### src/rtl/grc_pkg.sv
package grc_pkg;

  localparam logic [7:0] CODE_CLEAR  = 8'h00;
  localparam logic [7:0] CODE_ARM    = 8'h02;
  localparam logic [7:0] CODE_UNLOCK = 8'h06;

  typedef struct packed {
    logic reg_en;
    logic wr_en;
  } latch_t;

  // Next latch state for a status code applied at a valid stop.
  function automatic latch_t latch_next(input logic [7:0] code, input latch_t cur);
    latch_t n;
    n = cur;
    case (code)
      CODE_CLEAR:  n = '0;
      CODE_ARM:    n.wr_en = 1'b1;
      CODE_UNLOCK: if (cur.wr_en) n.reg_en = 1'b1;
      default:     n = cur;
    endcase
    return n;
  endfunction

endpackage

### src/rtl/grc_txn_tracker.sv
module grc_txn_tracker (
  input  logic clk,
  input  logic rst_n,
  input  logic txn_start,
  input  logic txn_stop,
  input  logic busy,
  output logic in_txn,
  output logic start_ok,
  output logic stop_ok,
  output logic abort
);

  assign start_ok = txn_start & ~busy;
  assign stop_ok  = txn_stop & in_txn;
  assign abort    = start_ok & in_txn & ~txn_stop;

  always_ff @(posedge clk) begin
    if (!rst_n)        in_txn <= 1'b0;
    else if (start_ok) in_txn <= 1'b1;
    else if (stop_ok)  in_txn <= 1'b0;
  end

endmodule

### src/rtl/grc_write_buffer.sv
module grc_write_buffer #(
  parameter int NREG = 8,
  parameter int DW   = 8,
  parameter int AW   = 4
) (
  input  logic                     clk,
  input  logic                     rst_n,
  input  logic                     clear,
  input  logic                     wr_take,
  input  logic [AW-1:0]            wr_addr,
  input  logic [DW-1:0]            wr_data,
  output logic [NREG-1:0][DW-1:0]  buf_data,
  output logic [NREG-1:0]          dirty,
  output logic                     st_pend,
  output logic [7:0]               st_code
);

  localparam logic [AW-1:0] STATUS_ADDR = AW'(NREG);

  for (genvar i = 0; i < NREG; i++) begin : g_slot
    always_ff @(posedge clk) begin
      if (!rst_n) begin
        dirty[i]    <= 1'b0;
        buf_data[i] <= '0;
      end else if (clear) begin
        dirty[i]    <= 1'b0;
      end else if (wr_take && wr_addr == AW'(i)) begin
        dirty[i]    <= 1'b1;
        buf_data[i] <= wr_data;
      end
    end
  end

  always_ff @(posedge clk) begin
    if (!rst_n) begin
      st_pend <= 1'b0;
      st_code <= '0;
    end else if (clear) begin
      st_pend <= 1'b0;
    end else if (wr_take && wr_addr == STATUS_ADDR) begin
      st_pend <= 1'b1;
      st_code <= wr_data[7:0];
    end
  end

endmodule

### src/rtl/grc_busy_timer.sv
module grc_busy_timer #(
  parameter int BW = 8
) (
  input  logic          clk,
  input  logic          rst_n,
  input  logic          load,
  input  logic [BW-1:0] len,
  output logic          busy
);

  logic [BW-1:0] remain;

  always_ff @(posedge clk) begin
    if (!rst_n)              remain <= '0;
    else if (load)           remain <= len;
    else if (remain != '0)   remain <= remain - 1'b1;
  end

  assign busy = (remain != '0);

endmodule

### src/rtl/guarded_reg_commit.sv
module guarded_reg_commit
  import grc_pkg::*;
#(
  parameter int NREG = 8,
  parameter int DW   = 8,
  parameter int AW   = 4,
  parameter int BW   = 8
) (
  input  logic               clk,
  input  logic               rst_n,
  input  logic               txn_start,
  input  logic               txn_stop,
  input  logic               wr_valid,
  input  logic [AW-1:0]      wr_addr,
  input  logic [DW-1:0]      wr_data,
  input  logic [BW-1:0]      busy_len,
  output logic               txn_ack,
  output logic               busy,
  output logic [1:0]         latch_state,
  output logic [NREG*DW-1:0] reg_flat
);

  // Named internal events
  logic                    in_txn, start_ok, stop_ok, abort;
  logic                    wr_take, commit_fire, latch_fire;
  logic [NREG-1:0][DW-1:0] buf_data;
  logic [NREG-1:0]         dirty;
  logic                    st_pend;
  logic [7:0]              st_code;
  latch_t                  latch_q;
  logic [NREG-1:0][DW-1:0] bank;

  grc_txn_tracker u_trk (
    .clk(clk), .rst_n(rst_n), .txn_start(txn_start), .txn_stop(txn_stop),
    .busy(busy), .in_txn(in_txn), .start_ok(start_ok), .stop_ok(stop_ok),
    .abort(abort)
  );

  assign wr_take = wr_valid & in_txn & ~txn_start & ~txn_stop;

  grc_write_buffer #(.NREG(NREG), .DW(DW), .AW(AW)) u_buf (
    .clk(clk), .rst_n(rst_n), .clear(start_ok | stop_ok), .wr_take(wr_take),
    .wr_addr(wr_addr), .wr_data(wr_data), .buf_data(buf_data), .dirty(dirty),
    .st_pend(st_pend), .st_code(st_code)
  );

  assign commit_fire = stop_ok & latch_q.reg_en & (|dirty);
  assign latch_fire  = stop_ok & st_pend;

  grc_busy_timer #(.BW(BW)) u_tmr (
    .clk(clk), .rst_n(rst_n), .load(commit_fire), .len(busy_len), .busy(busy)
  );

  always_ff @(posedge clk) begin
    if (!rst_n)          latch_q <= '0;
    else if (latch_fire) latch_q <= latch_next(st_code, latch_q);
  end

  for (genvar i = 0; i < NREG; i++) begin : g_bank
    always_ff @(posedge clk) begin
      if (!rst_n)                        bank[i] <= '0;
      else if (commit_fire && dirty[i])  bank[i] <= buf_data[i];
    end
    assign reg_flat[i*DW +: DW] = bank[i];
  end

  assign txn_ack     = start_ok;
  assign latch_state = {latch_q.reg_en, latch_q.wr_en};

endmodule

### config.mk
export PLATFORM = sky130hd
export DESIGN_NAME = guarded_reg_commit
export DESIGN_NICKNAME = d
export VERILOG_FILES = /design/src/rtl/grc_pkg.sv /design/src/rtl/grc_txn_tracker.sv /design/src/rtl/grc_write_buffer.sv /design/src/rtl/grc_busy_timer.sv /design/src/rtl/guarded_reg_commit.sv
export SDC_FILE = /design/constraint.sdc
export NUM_CORES = 1
export LEC_CHECK = 0
export BUFFER_PORTS_ARGS = -buffer_cell sky130_fd_sc_hd__buf_4
export CAP_MARGIN = 20
export CORE_MARGIN = 5
export CORE_UTILIZATION = 35
export CTS_BUF_LIST = sky130_fd_sc_hd__clkbuf_16
export DETAILED_ROUTE_END_ITERATION = 10
export PLACE_DENSITY = 0.63
export SKIP_LAST_GASP = 1
export SLEW_MARGIN = 20
export SYNTH_ARGS = -nofsm -noshare
export SYNTH_HDL_FRONTEND = slang
export SYNTH_SLANG_ARGS = --single-unit
### constraint.sdc
create_clock -name clk -period 1.8 [get_ports clk]
set_input_delay 0.36 -clock clk [delete_from_list [all_inputs] [get_ports clk]]
set_output_delay 0.36 -clock clk [all_outputs]
set_load 0.005 [all_outputs]
==> key figures <==
Run status
  – Run status: finished, violations left
  – Failing checks: negative setup slack

Synthesis
  – Synth Area in Simple Gates: 23.1%
  – EDFF count, synth: 0
  – Top cell type's share of synthesized area: 50.6%
  – Unique cell type count in the Yosys netlist: 44
  – Synthesized flop and latch total: 156
  – Main combinational cell family by area after synthesis: simple AND/OR/NAND/NOR gates
  – Synth top area cells: dfxtp_1 (51%), nand2_1 (11%), a21boi_0 (8.4%)
  – Post-Synthesis Cells: 688
  – Sequential fraction of the synthesis area: 50.6%
  – Ys async rst share: 0%
  – Yosys Warn Count: 0
  – Complex-gate fraction of the synthesized area: 13.9%
  – Synth Flop Type: dfxtp_1
  – Avg Cell Area, Syn: 8.98 sq um
  – Post-Syn Area: 0.00618 sq mm
  – Area leader, netlist: dfxtp_1
  – Syn Nets: 715
  – XOR/XNOR share of the synthesized area: 0.709%
  – Adder-cell share of the synthesized area: 0.405%
  – Multiplexer share of the synthesized area: 6.99%

Clock network
  – H-tree depth: 4
  – Root buffer cell: clkbuf_16
  – Clock buffer count from CTS: 17
  – Skew-Pair Late Insertion Delay: 0.42 ns
  – CTS clk-pin slew, worst paths: 0.07 ns
  – Clk sinks: 156
  – Maximum clock path buffer count: 2
  – CTS tree: yes

Drt
  – Wire per inst: 14.0 um
  – DRT iter0 DRCs: 317
  – DRT antenna net count: 0
  – Routed wire length: 14200 um
  – DRC: 0
  – First-pass DRT Iterations: 4
  – Via count: 4674
  – Drt via density: 4.61

Floorplan
  – Die Wd: 143 um
  – Full die area: 0.0204 sq mm
  – Cell row count: 48
  – Core ar.: 0.0173 sq mm
  – # IOs: 93
  – Die span in y: 143 um
  – Initial core utilization: 35.7%

Worst setup path
  – Reg2Reg Launch Point: u_tmr.remain[5]$_SDFFE_PN0P_
  – Worst Reg-to-Reg Cells: 7
  – Setup crit end: txn_ack
  – R2r endpoint: u_tmr.remain[1]$_SDFFE_PN0P_
  – Crit Path Max Fanout: 3
  – R2r setup slk: 0.14 ns
  – Crit Path Class: flop to output port
  – CP Capture Type: output port
  – Startpoint Class: flop
  – Setup crit start: u_tmr.remain[5]$_SDFFE_PN0P_
  – Critical path arrival: 1.55 ns
  – CP required: 1.44 ns

STA
  – Hold WS: 0.151 ns
  – Final worst path period need: 1.91 ns
  – Count of pins over their slew limit: 0
  – Fin Setup TNS: -0.226 ns
  – Final period util: 106%
  – Fmax: 0.522 GHz
  – Worst slew margin: 76.4%
  – Final setup fails: 2
  – Clk_skew: 0.00810 ns
  – Worst-Margin Slew: 0.349 ns
  – RSZ-0062 raised after global routing: true
  – Post-route setup slack: -0.115 ns
  – Final Hold Viols: 0

Finish
  – Post-Layout Inst Area: 0.00778 sq mm
  – Final net count: 802
  – Final non-filler cell total: 1013
  – Synth-to-layout area growth: 26.0%
  – # diodes: 0
  – Share of cells above drive strength 1: 22.1%

Worst hold path
  – Hold Path Origin: busy_len[4]
  – Worst Hold Class: primary input to flop

Place
  – DP Cell Count: 974
  – Placed Instance Area: 0.00714 sq mm
  – Routability cong.: 0.750
  – Pre-CTS setup slack: -0.0440 ns
  – Port bufs: 92
  – Dpl hpwl: 9580 um

GRT
  – Largest net degree at the start of global routing: 83
  – Vias in the first global route: 4414
  – First-pass GRT wire length: 22700 um
  – Tot GR Track Use: 14.2%
  – Antenna violations before repair: 0
  – Overflow after GRT: 0

Power and ir drop
  – Worst vdd ir: 0.766 mV
  – Pwr dens: 1040 mW/mm^2
  – Static leakage: 3.05 nW

Flow run
  – Max_cap viols: 0
layout by cell type (no fill, tap or decap), types with 4 or more instances in the layout:
cell       synthesis  final
a21oi_1            5      5
nand3_1           39     39
buf_12             1      6
and2_1             9      8
o21ai_0           27     27
o21a_1             6      6
nor4_4             4      4
clkbuf_16          0     17
inv_1              9     10
nor2_1             5      5
o21ai_2            8      8
nor2b_1           33     33
mux2i_1           42     42
nand2b_1           5      5
dfxtp_1          156    151
nand2_1          184    184
dfxtp_2            0      4
a21boi_0          69     69
buf_4              1    109
clkinv_2           0      5
state kept, by name, indices dropped and copies added, names as in the netlist:
name / cells
u_trk.in_txn: 1
u_buf.st_code: 8
u_tmr.remain: 8
latch_state: 2
reg_flat: 64
u_buf.dirty: 8
u_buf.st_pend: 1
u_buf.buf_data: 64
report_power, final:
group	switching, mW	internal (mW)
clock	1.43	1.89
sequential	0.0829	3.55
combinational	0.509	0.623
cell type report:
type,count,area (sq um)
clock buffers,17,425
clock inverters,15,125
fillers,1706,9520
inverters,10,40.0
multi-input cells,472,2810
flip-flops and latches,156,3130
well taps,225,282
repair buffers,118,972
logic make-up after synthesis:
logic type | after synthesis
and+or+nand+nor | 298
DFF | 156
AOI/OAI and AO/OA | 124
buffers and inverters | 60
muxes | 43
xor gates and xnor gates | 5
adders and majority gates | 2
timing repair:
item,CTS,global route
setup buffers,5,2
gates resized for setup,12,3
endpoints found under the setup margin,2,4
pin swaps,3,2
hold buffers,0,0
per-layer routing:
| layer | routed length, um | track usage (%) |
|---|---|---|
| met3 | 730 | 4.32 |
| met2 | 6460 | 22.6 |
| met4 | 315 | 5.50 |
| met1 | 6650 | 18.0 |
| met5 | 0 | 0 |
worst max-delay path, stage by stage, from the launching register on:
cell     delay (ns)
dfxtp_2        0.34
nor4_4         0.28
and4_4         0.27
and2_4         0.15
buf_6          0.09
Yosys cell counts, types with 2 or more instances:
| cell | count |
|---|---|
| and2_1 | 9 |
| buf_6 | 2 |
| nand2b_1 | 5 |
| inv_1 | 9 |
| clkbuf_1 | 39 |
| xor2_1 | 2 |
| o21ai_1 | 2 |
| xnor2_1 | 3 |
| or3_1 | 2 |
| or4_1 | 3 |
| o21ai_0 | 27 |
| nand2_1 | 184 |
| o31ai_1 | 3 |
| nor4_1 | 3 |
| nor3_1 | 3 |
| o21a_1 | 6 |
| mux2i_1 | 42 |
| o21ai_2 | 8 |
| nor2_1 | 5 |
| ha_1 | 2 |
| a21oi_1 | 5 |
| dfxtp_1 | 156 |
| nor2b_1 | 33 |
| nand3_1 | 39 |
| a21boi_0 | 69 |
| nor4_4 | 4 |
| buf_2 | 6 |
worst min path at each step:
stage / endpoint / slack, ns / cells after the start
after floorplan: u_buf.st_code[4]$_SDFFE_PN0P_ / 0.43 / 2
after global placement: u_buf.buf_data[15]$_SDFFE_PN0P_ / 0.44 / 2
after detailed placement: u_buf.st_pend$_SDFFE_PP0P_ / 0.45 / 2
after CTS: u_tmr.remain[3]$_SDFFE_PN0P_ / 0.14 / 3
after global routing: u_tmr.remain[3]$_SDFFE_PN0P_ / 0.15 / 3
final: u_tmr.remain[4]$_SDFFE_PN0P_ / 0.15 / 3
through the flow:
step,util [%],power [mW]
6_report,45.0,8.09
4_1_cts,44.8,8.09
5_1_grt,45.0,8.45
3_5_place_dp,41.3,4.56
3_3_place_gp,41.3,4.56
2_1_floorplan,-,4.26
Power figures use the tool's default switching activity.
